==> config.mk <==
export PLATFORM = sky130hd
export DESIGN_NAME = nav_frame_sync
export DESIGN_NICKNAME = d
export VERILOG_FILES = /design/src/rtl/nfs_pkg.sv /design/src/rtl/nfs_window.sv /design/src/rtl/nfs_word_check.sv /design/src/rtl/nfs_ctrl.sv /design/src/rtl/nav_frame_sync.sv
export SDC_FILE = /design/constraint.sdc
export NUM_CORES = 1
export LEC_CHECK = 0
export BUFFER_PORTS_ARGS = -buffer_cell sky130_fd_sc_hd__buf_2
export CAP_MARGIN = 20
export CORE_UTILIZATION = 55
export DETAILED_ROUTE_END_ITERATION = 8
export GPL_TIMING_DRIVEN = 0
export PLACE_DENSITY = 0.73
export SLEW_MARGIN = 10
export SYNTH_ARGS = -nofsm -noshare
export SYNTH_HDL_FRONTEND = slang
export SYNTH_HIERARCHICAL = 1
export SYNTH_SLANG_ARGS = --single-unit
export TNS_END_PERCENT = 20
==> constraint.sdc <==
create_clock -name clk -period 3.6 [get_ports clk]
set_input_delay 0.72 -clock clk [delete_from_list [all_inputs] [get_ports clk]]
set_output_delay 0.72 -clock clk [all_outputs]
set_load 0.05 [all_outputs]
==> src/rtl/nfs_pkg.sv <==
package nfs_pkg;

   typedef enum logic [1:0] {
      NFS_HUNT = 2'd0,
      NFS_PEND = 2'd1,
      NFS_LOCK = 2'd2
   } nfs_state_e;

   // w[31] = bit 29 of previous word, w[30] = bit 30 of previous word,
   // w[30-k] = received bit k of this word (k = 1..30)
   function automatic logic word_parity_ok(input logic [31:0] w);
      logic        p29;
      logic        p30;
      logic [24:1] d;
      logic [30:25] p;
      p29 = w[31];
      p30 = w[30];
      for (int k = 1; k <= 24; k++) d[k] = w[30-k] ^ p30;
      p[25] = p29 ^ d[1] ^ d[2] ^ d[3] ^ d[5] ^ d[6] ^ d[10] ^ d[11] ^ d[12]
                  ^ d[13] ^ d[14] ^ d[17] ^ d[18] ^ d[20] ^ d[23];
      p[26] = p30 ^ d[2] ^ d[3] ^ d[4] ^ d[6] ^ d[7] ^ d[11] ^ d[12] ^ d[13]
                  ^ d[14] ^ d[15] ^ d[18] ^ d[19] ^ d[21] ^ d[24];
      p[27] = p29 ^ d[1] ^ d[3] ^ d[4] ^ d[5] ^ d[7] ^ d[8] ^ d[12] ^ d[13]
                  ^ d[14] ^ d[15] ^ d[16] ^ d[19] ^ d[20] ^ d[22];
      p[28] = p30 ^ d[2] ^ d[4] ^ d[5] ^ d[6] ^ d[8] ^ d[9] ^ d[13] ^ d[14]
                  ^ d[15] ^ d[16] ^ d[17] ^ d[20] ^ d[21] ^ d[23];
      p[29] = p30 ^ d[1] ^ d[3] ^ d[5] ^ d[6] ^ d[7] ^ d[9] ^ d[10] ^ d[14]
                  ^ d[15] ^ d[16] ^ d[17] ^ d[18] ^ d[21] ^ d[22] ^ d[24];
      p[30] = p29 ^ d[3] ^ d[5] ^ d[6] ^ d[8] ^ d[9] ^ d[10] ^ d[11] ^ d[13]
                  ^ d[15] ^ d[19] ^ d[22] ^ d[23] ^ d[24];
      return p == {w[0], w[1], w[2], w[3], w[4], w[5]};
   endfunction

endpackage

==> src/rtl/nfs_window.sv <==
module nfs_window #(
   parameter int DEPTH = 62
) (
   input  logic             clk,
   input  logic             rst_n,
   input  logic             shift_en,
   input  logic             bit_in,
   output logic [DEPTH-1:0] win_nxt
);

   logic [DEPTH-2:0] win_q;

   assign win_nxt = {win_q, bit_in};

   always_ff @(posedge clk or negedge rst_n) begin
      if (!rst_n)        win_q <= '0;
      else if (shift_en) win_q <= win_nxt[DEPTH-2:0];
   end

endmodule

==> src/rtl/nfs_word_check.sv <==
module nfs_word_check #(
   parameter int WORD_LEN = 30
) (
   input  logic [WORD_LEN+1:0] word_ext,
   output logic                parity_ok
);

   if (WORD_LEN != 30) begin : g_bad_len
      $error("nfs_word_check: parity equations are defined for 30-bit words");
   end

   assign parity_ok = nfs_pkg::word_parity_ok(word_ext);

endmodule

==> src/rtl/nfs_ctrl.sv <==
module nfs_ctrl #(
   parameter int EPW          = 9,
   parameter int ID_W         = 3,
   parameter int EPOCH_AT_HOW = 10
) (
   input  logic            clk,
   input  logic            rst_n,
   input  logic            strobe,
   input  logic            win_ok,
   input  logic [EPW-1:0]  epoch,
   input  logic [ID_W-1:0] id_in,
   output logic            frame_sync,
   output logic            slew_en,
   output logic [EPW-1:0]  slew_value,
   output logic [ID_W-1:0] sf_id
);
   import nfs_pkg::*;

   localparam logic [EPW-1:0] EXPECT = EPW'(EPOCH_AT_HOW);

   nfs_state_e st_q;

   assign frame_sync = (st_q == NFS_LOCK);
   assign slew_value = EXPECT;

   always_ff @(posedge clk or negedge rst_n) begin
      if (!rst_n) begin
         st_q    <= NFS_HUNT;
         slew_en <= 1'b0;
         sf_id   <= '0;
      end else begin
         slew_en <= 1'b0;
         if (strobe && win_ok) begin
            sf_id <= id_in;
            if (st_q != NFS_LOCK) begin
               if (epoch == EXPECT) begin
                  st_q <= NFS_LOCK;
               end else begin
                  st_q    <= NFS_PEND;
                  slew_en <= 1'b1;
               end
            end
         end
      end
   end

   p_idle_r2: assert property (@(posedge clk) disable iff (!rst_n)
      !strobe |=> (!slew_en && $stable(sf_id) && $stable(frame_sync)));

   p_sync_rise_r7: assert property (@(posedge clk) disable iff (!rst_n)
      $rose(frame_sync) |-> ($past(strobe) && $past(epoch) == EXPECT));

   p_slew_cause_r8: assert property (@(posedge clk) disable iff (!rst_n)
      slew_en |-> ($past(strobe) && $past(epoch) != EXPECT && !frame_sync));

   p_sync_hold_r10: assert property (@(posedge clk) disable iff (!rst_n)
      frame_sync |=> (frame_sync && !slew_en));

endmodule

==> src/rtl/nav_frame_sync.sv <==
module nav_frame_sync #(
   parameter int             WORD_LEN     = 30,
   parameter int             NUM_WORDS    = 2,
   parameter int             SUBFRAME_LEN = 300,
   parameter int             EPOCH_AT_HOW = 10,
   parameter int             PRE_LEN      = 8,
   parameter logic [7:0]     PREAMBLE     = 8'b1000_1011,
   parameter int             ID_W         = 3,
   parameter int             ID_FIRST_BIT = 20,
   parameter int             ID_MIN       = 1,
   parameter int             ID_MAX       = 5,
   localparam int            EPW          = $clog2(SUBFRAME_LEN)
) (
   input  logic            clk,
   input  logic            rst_n,
   input  logic            bit_valid,
   input  logic            bit_in,
   input  logic [EPW-1:0]  epoch_cnt,
   output logic            frame_sync,
   output logic            slew_en,
   output logic [EPW-1:0]  slew_value,
   output logic [ID_W-1:0] sf_id
);

   localparam int WIN_LEN  = NUM_WORDS * WORD_LEN + 2;
   localparam int TLM_B1   = WIN_LEN - 3;           // index of telemetry bit 1
   localparam int TLM_P30  = WIN_LEN - 2;           // bit 30 before telemetry
   localparam int HOW_P30  = WORD_LEN;              // telemetry bit 30
   localparam int ID_HI    = WORD_LEN - ID_FIRST_BIT;

   if (NUM_WORDS != 2) begin : g_bad_words
      $error("nav_frame_sync: window must hold exactly two words");
   end
   if (PRE_LEN != 8) begin : g_bad_pre
      $error("nav_frame_sync: preamble length must be 8");
   end
   if (EPOCH_AT_HOW >= SUBFRAME_LEN) begin : g_bad_epoch
      $error("nav_frame_sync: expected epoch outside subframe");
   end
   if (ID_FIRST_BIT + ID_W > WORD_LEN - 6) begin : g_bad_id
      $error("nav_frame_sync: ID field overlaps parity");
   end

   logic [WIN_LEN-1:0]   win_nxt;
   logic [NUM_WORDS-1:0] par_ok;
   logic [PRE_LEN-1:0]   pre_dec;
   logic [ID_W-1:0]      id_dec;
   logic                 pre_ok;
   logic                 id_ok;
   logic                 zero_ok;
   logic                 win_ok;

   nfs_window #(.DEPTH(WIN_LEN)) u_win (
      .clk      (clk),
      .rst_n    (rst_n),
      .shift_en (bit_valid),
      .bit_in   (bit_in),
      .win_nxt  (win_nxt)
   );

   for (genvar g = 0; g < NUM_WORDS; g++) begin : g_word
      nfs_word_check #(.WORD_LEN(WORD_LEN)) u_chk (
         .word_ext  (win_nxt[(NUM_WORDS-g)*WORD_LEN+1 -: WORD_LEN+2]),
         .parity_ok (par_ok[g])
      );
   end

   assign pre_dec = win_nxt[TLM_B1 -: PRE_LEN] ^ {PRE_LEN{win_nxt[TLM_P30]}};
   assign id_dec  = win_nxt[ID_HI -: ID_W]     ^ {ID_W{win_nxt[HOW_P30]}};
   assign pre_ok  = (pre_dec == PREAMBLE);
   assign id_ok   = (id_dec >= ID_W'(ID_MIN)) && (id_dec <= ID_W'(ID_MAX));
   assign zero_ok = (win_nxt[1:0] == 2'b00);
   assign win_ok  = pre_ok && id_ok && zero_ok && (&par_ok);

   nfs_ctrl #(
      .EPW          (EPW),
      .ID_W         (ID_W),
      .EPOCH_AT_HOW (EPOCH_AT_HOW)
   ) u_ctrl (
      .clk        (clk),
      .rst_n      (rst_n),
      .strobe     (bit_valid),
      .win_ok     (win_ok),
      .epoch      (epoch_cnt),
      .id_in      (id_dec),
      .frame_sync (frame_sync),
      .slew_en    (slew_en),
      .slew_value (slew_value),
      .sf_id      (sf_id)
   );

   p_id_range_r4: assert property (@(posedge clk) disable iff (!rst_n)
      (sf_id != '0) |-> (sf_id >= ID_W'(ID_MIN) && sf_id <= ID_W'(ID_MAX)));

   p_id_load_r11: assert property (@(posedge clk) disable iff (!rst_n)
      (sf_id != $past(sf_id)) |-> $past(bit_valid));

endmodule

# Word-level counts from Yosys, hierarchy flattened
# Index checks and enable logic that the tools add are counted.
totals:
  register_bits: 67
  latchBits: 0
  ramBits: 0
  rom_bits: 0
  inputBits: 13
  output_inout_bits: 14
  wordCells: 238
  memories: 0
op_classes:
  n_addsub: 0
  multipliers: 0
  n_div: 0
  order_cmp: 2
  eq_ne: 6
  n_shift: 0
  muxes: 4
  bitwise: 214
  reduce_logical: 8
op_table:
  columns: ["cell", "count"]
  rows:
  - ["$xor A1 B1 Y1", 212]
  - ["$eq A6 B6 Y1", 2]
  - ["$eq A9 B4 Y1 const B", 1]
  - ["$eq A8 B8 Y1 const B", 1]
  - ["$xor A8 B8 Y8", 1]
  - ["$logic_and A1 B1 Y1", 5]
  - ["$reduce_and A2 Y1", 2]
  - ["$ge A3 B1 Y1 const B", 1]
  - ["$le A3 B3 Y1 const B", 1]
  - ["$mux W1", 3]
  - ["$xor A3 B3 Y3", 1]
  - ["$eq A2 B2 Y1 const B", 1]
  - ["$logic_not A2 Y1", 1]
  - ["$mux W2", 1]
  - ["$ne A2 B2 Y1 const B", 1]

# Logic depth before layout (Yosys ltp)
depth:
  depth_word: 21
  ltp_mapped: 12
  ltp_nobuf: 11

# Hierarchy
# Netlist, hierarchy kept.
by_module_without_submodules:
  columns: ["mod", "n_inst", "cells_each", "area_per_inst_um2", "seq_area_each_um2"]
  rows:
  - ["nfs_window", 1, 130, 2577.5, 1526.5]
  - ["nfs_word_check", 2, 63, 596.8, 0.0]
  - ["nfs_ctrl", 1, 30, 330.3, 150.1]
  - ["nav_frame_sync", 1, 16, 133.9, 0.0]

# Worst setup path before layout
# No wires, ideal clock.
synth_path:
  path_type: "register to register"
  startpoint: "reg u_win.win_q[29]"
  endpoint: "reg u_ctrl.st_q[0]"
  setup_ns: 0.082
  arrival_ns: 2.651
  t_required_ns: 3.518
  setup_slack_ns: 0.867
  stages_incl_launch_ff: 12
  path_buffers: 0
  synth_period_minus_slack_ns: 2.733
  path_cell_list: "dfrtp_1 xnor2_1 xnor3_1 xnor2_1 nand3_1 nor2b_1 a211oi_2 o2111ai_1 a211oi_2 nand2_1 o21ba_2 a31oi_1"
synth_via:
  elab_chain_cells: 21
  word_cells_on_any_way: 118
  classes_between: "2 x order compare; 2 x eq/ne; 107 x bitwise; 7 x reduce/logical"
synth_rtl:
  columns: ["item", "line", "text"]
  rows:
  - ["start, declared", "nfs_window.sv:11", "logic [DEPTH-2:0] win_q;"]
  - ["start signal, assigned", "nfs_window.sv:17", "else if (shift_en) win_q <= win_nxt[DEPTH-2:0];"]
  - ["$xor A1 B1 Y1", "nfs_pkg.sv:18", "for (int k = 1; k <= 24; k++) d[k] = w[30-k] ^ p30;"]
  - ["$xor A1 B1 Y1 (8 in a row)", "nfs_pkg.sv:27", "p[29] = p30 ^ d[1] ^ d[3] ^ d[5] ^ d[6] ^ d[7] ^ d[9] ^ d[10] ^ d[14]"]
  - ["$xor A1 B1 Y1 (7 in a row)", "nfs_pkg.sv:28", "^ d[15] ^ d[16] ^ d[17] ^ d[18] ^ d[21] ^ d[22] ^ d[24];"]
  - ["$eq A6 B6 Y1 (*)", "nfs_pkg.sv:31", "return p == {w[0], w[1], w[2], w[3], w[4], w[5]};"]
  - ["via par_ok[1]", "nav_frame_sync.sv:45", "logic [NUM_WORDS-1:0] par_ok;"]
  - ["$reduce_and A2 Y1 (*)", "nav_frame_sync.sv:73", "assign win_ok = pre_ok && id_ok && zero_ok && (&par_ok);"]
  - ["$logic_and A1 B1 Y1 (*)", "nav_frame_sync.sv:73", null]
  - ["via win_ok", "nav_frame_sync.sv:51", "logic win_ok;"]
  - ["$logic_and A1 B1 Y1 (*)", "nfs_ctrl.sv:33", "if (strobe && win_ok) begin"]
  - ["$reduce_and A2 Y1 (no line) (*)", null, null]
  - ["end signal, assigned", "nfs_ctrl.sv:28", "st_q <= NFS_HUNT;"]
  - ["end signal, assigned", "nfs_ctrl.sv:37", "st_q <= NFS_LOCK;"]
  - ["end signal, assigned", "nfs_ctrl.sv:39", "st_q <= NFS_PEND;"]
  - ["end, declared", "nfs_ctrl.sv:21", "nfs_state_e st_q;"]
# Mark *: on every way through the listed nets, which the timed path passes. The rest lies on a longest branch.
# A chain may end at the register's enable or synchronous reset.

# Worst setup path in the final report
layout_path:
  startpoint: "reg u_win.win_q[59]"
  endpoint: "reg u_ctrl.st_q[0]"
# Same word-level chain as after synthesis.

==> results by group <==
Clock tree
  – TritonCTS clock tree: yes
  – Post-CTS Hold Buffers: 0
  – Clock transition at path regs: 0.07 ns
  – Clock buffer depth: 2
  – H-tree depth: 3
  – Root Driver: clkbuf_8
  – CTS resizes: 0
  – CTS Buf Count: 9
  – Clk Latency, worst-skew pair: 0.35 ns
  – Post-CTS Setup Inserts: 0
  – Clock sinks: 67

Synth
  – Mean Syn Cell Area: 14.0 sq um
  – Register area share after synthesis: approximately two fifths
  – Synth cell types: 30
  – Mapped Area: ~4200 sq um
  – Top-count cell post-synth: xnor2_1
  – Synthesized netlist cell count: 302
  – Number of synthesized flops with an enable pin: 0
  – Synth top area share: 39.6%
  – Dominant cells by area after synthesis: dfrtp_1 (40%), mux2_4 (21%), xnor2_1 (19%), xnor3_1 (4.3%), xor2_1 (2.9%)
  – Primary FF master, synth: dfrtp_1
  – Fraction of registers with async set/reset: 100%
  – Yosys warnings: 6
  – Synth cell count leaders: xnor2_1 (90), dfrtp_1 (67), mux2_4 (60)
  – FF+latch count, synth: 67
  – Cell taking the most area after synthesis: dfrtp_1

Worst setup path
  – Critical Path RT: 3.87 ns
  – Worst r2r dst: u_ctrl/st_q[0]
  – Crit start category: flip-flop
  – WP buf/inv: 0
  – FF-to-FF setup slack: 0.39 ns
  – Delay-heaviest family, CP: XOR/XNOR gates
  – Crit Reg-Reg Startpoint: u_win/win_q[59]
  – CP max stage cell: dfrtp_1
  – Crit-path cells: xnor2_1, xnor3_1, xnor2_1, nand3_1, nor2b_1, a211oi_2, o2111ai_1, a211oi_2, nand2_1, o21ba_2, a31oi_1
  – Worst reg2reg path depth: 11
  – Data arrival, critical path: ~3.5 ns
  – Crit end category: flip-flop
  – Max incr delay on CP: 0.50 ns
  – Critical path class: reg2reg
  – Max FO, Critical Path: 7

Power
  – Pleak: 2.20 nW
  – Cell Pwr Density: 816 nW/um^2
  – Clock share of power: approximately 16%
  – Gate power share: 54.2%
  – VDD IR-drop max: 514 uV
  – Seq pwr share: 29.8%
  – Pint: 0.00245 W
  – Sw Pwr: 0.00138 W
  – Sw Ratio: 36.1%

Timing
  – Final setup fails: 0
  – Part of the cycle the worst path needs: 89.2%
  – Slew headroom: 66.0%
  – Clk_skew: between 0.007 and 0.008 ns
  – Minimum clock period: 3.21 ns
  – Slew Limit Fails: 0
  – RSZ-0062 raised after global routing: no
  – Worst-Margin Slew: 0.510 ns
  – Setup WS post-layout: 0.390 ns
  – Fmax: 311 MHz
  – Sum Neg Setup Slack: 0 ns
  – Fin. Hold Viols: 0

Flow run
  – Max_cap viols: 0

Cells and area
  – Layout area overhead: 10.7%
  – ANT cells: 0
  – Final nets: 351
  – Layout cell share with drive strength beyond 1: 35.3%
  – Layout fillers: 562

Drt
  – Iter 0 DRT Violations: between 60 and 70
  – Vias: 2,274
  – WL/cell: 16.4 microns
  – Via density per instance: 5.14
  – Drt pass-1 iters: 4
  – Final WL: a little over 7 mm
  – Post-detailed-route count of antenna-violating nets: 0
  – # DRC: 0

GRT
  – Initial antenna violation count: 0
  – Tot GR Track Use: 20.0%
  – First-pass GRT wire length: between 10 and 15 mm
  – Pin count of the biggest net entering global routing: 52
  – Gr ovfl total: 0
  – Vias in the first global route: ~2,400

Die
  – Die area: 8060 sq um
  – Die Wd: 89.8 microns
  – Initial core utilization: 57.8%
  – Die height: approximately 90 microns
  – Total core area: 7330 sq um
  – I/O pin cnt: 27
  – # rows: 31

Min path
  – Hold WC Path Type: in2async

Place
  – DP Worst Slack: approximately 0.44 ns
  – Hpwl dp: about 5.2 mm
  – Buffers on Ports: 17
  – RePlAce Congestion: 0.811

Status
  – Outcome: finished clean
-- how the worst max path moves through the flow --
stage	from	to	slack, ns	depth (start not counted)
global route	u_win/win_q[29]	u_ctrl/st_q[0]	0.13	11
detailed placement	u_win/win_q[59]	u_ctrl/st_q[0]	0.44	11
CTS	u_win/win_q[59]	u_ctrl/st_q[0]	0.40	11
finish	u_win/win_q[59]	u_ctrl/st_q[0]	0.39	11
global placement	u_win/win_q[29]	u_ctrl/st_q[0]	0.50	11
floorplan	u_win/win_q[29]	u_ctrl/st_q[0]	0.87	11
-- power by group through the flow --
| stage | clock (W) | combinational [W] | sequential, W |
|---|---|---|---|
| global route | 0.000665 | 0.00225 | 0.00116 |
| finish | 0.000615 | 0.00207 | 0.00114 |
| CTS | 0.000638 | 0.00208 | 0.00114 |
| detailed placement | 0 | 0.00207 | 0.00115 |
| global placement | 0 | 0.00201 | 0.00114 |
| floorplan | 0 | 0.00182 | 0.00107 |
-- layer usage --
layer / wire length, microns / share of wire [%] / track usage (%)
met2: 3260 / 45 / 29.4
met3: 266 / 3.7 / 4.74
met4: 101 / 1.4 / 7.79
met1: 3630 / 50 / 28.7
met5: 0 / 0 / 0
-- cell families after synthesis --
group	share of synthesized area [%]
compound gates	1.74
other cells	0.177
buf+inv	4.87
mux	22.3
flops	39.6
simple gates	4.76
xor+xnor	26.5
-- cell usage in the layout (no fill, tap or decap), drive strengths merged, types with 2 or more instances in the layout --
| master | instances |
|---|---|
| conb | 9 |
| xnor2 | 90 |
| mux2 | 64 |
| a211oi | 3 |
| buf | 35 |
| or3 | 2 |
| xor2 | 16 |
| nor3 | 4 |
| and4bb | 4 |
| nor2b | 4 |
| clkbuf | 14 |
| dfrtp | 67 |
| xnor3 | 8 |
| nand2 | 4 |
| nand3 | 6 |
-- cell type report --
type                            count  area, sq um  area share (%)
Multi-Input combinational cell    225         2380            50.7
Sequential cell                    67         1680            35.8
Buffer                             17          206            4.40
Clock buffer                       14          153            3.26
Tap cell                           99          124            2.64
Timing Repair Buffer               18          115            2.46
Clock inverter                      2         35.0           0.747
-- worst reg2reg max path, cell delays in order (launching register included) --
cell and delay (ns):
dfrtp_1 0.50, xnor2_1 0.46, xnor3_1 0.50, xnor2_1 0.21, nand3_1 0.10, nor2b_1 0.15
a211oi_2 0.18, o2111ai_1 0.15, a211oi_2 0.31, nand2_1 0.22, o21ba_2 0.24, a31oi_1 0.13
-- per-stage QoR --
stage               hold WS (ns)  utilization (%)  cells  instance area [sq um]  total power [W]
floorplan                  0.424                -    309                   4260          0.00289
global placement           0.492             61.0    425                   4470          0.00315
detailed placement         0.492             61.4    426                   4500          0.00322
CTS                        0.224             64.0    442                   4690          0.00386
global route               0.238             64.0    442                   4690          0.00408
finish                     0.240             64.0    442                   4690          0.00383
-- sequential cells by signal (all words and copies together), names as in the netlist --
| signal | cells |
|---|---|
| u_ctrl/sf_id | 3 |
| u_ctrl/slew_en | 1 |
| u_ctrl/st_q | 2 |
| u_win/win_q | 61 |
No activity file was read; power rests on OpenSTA's default activity.
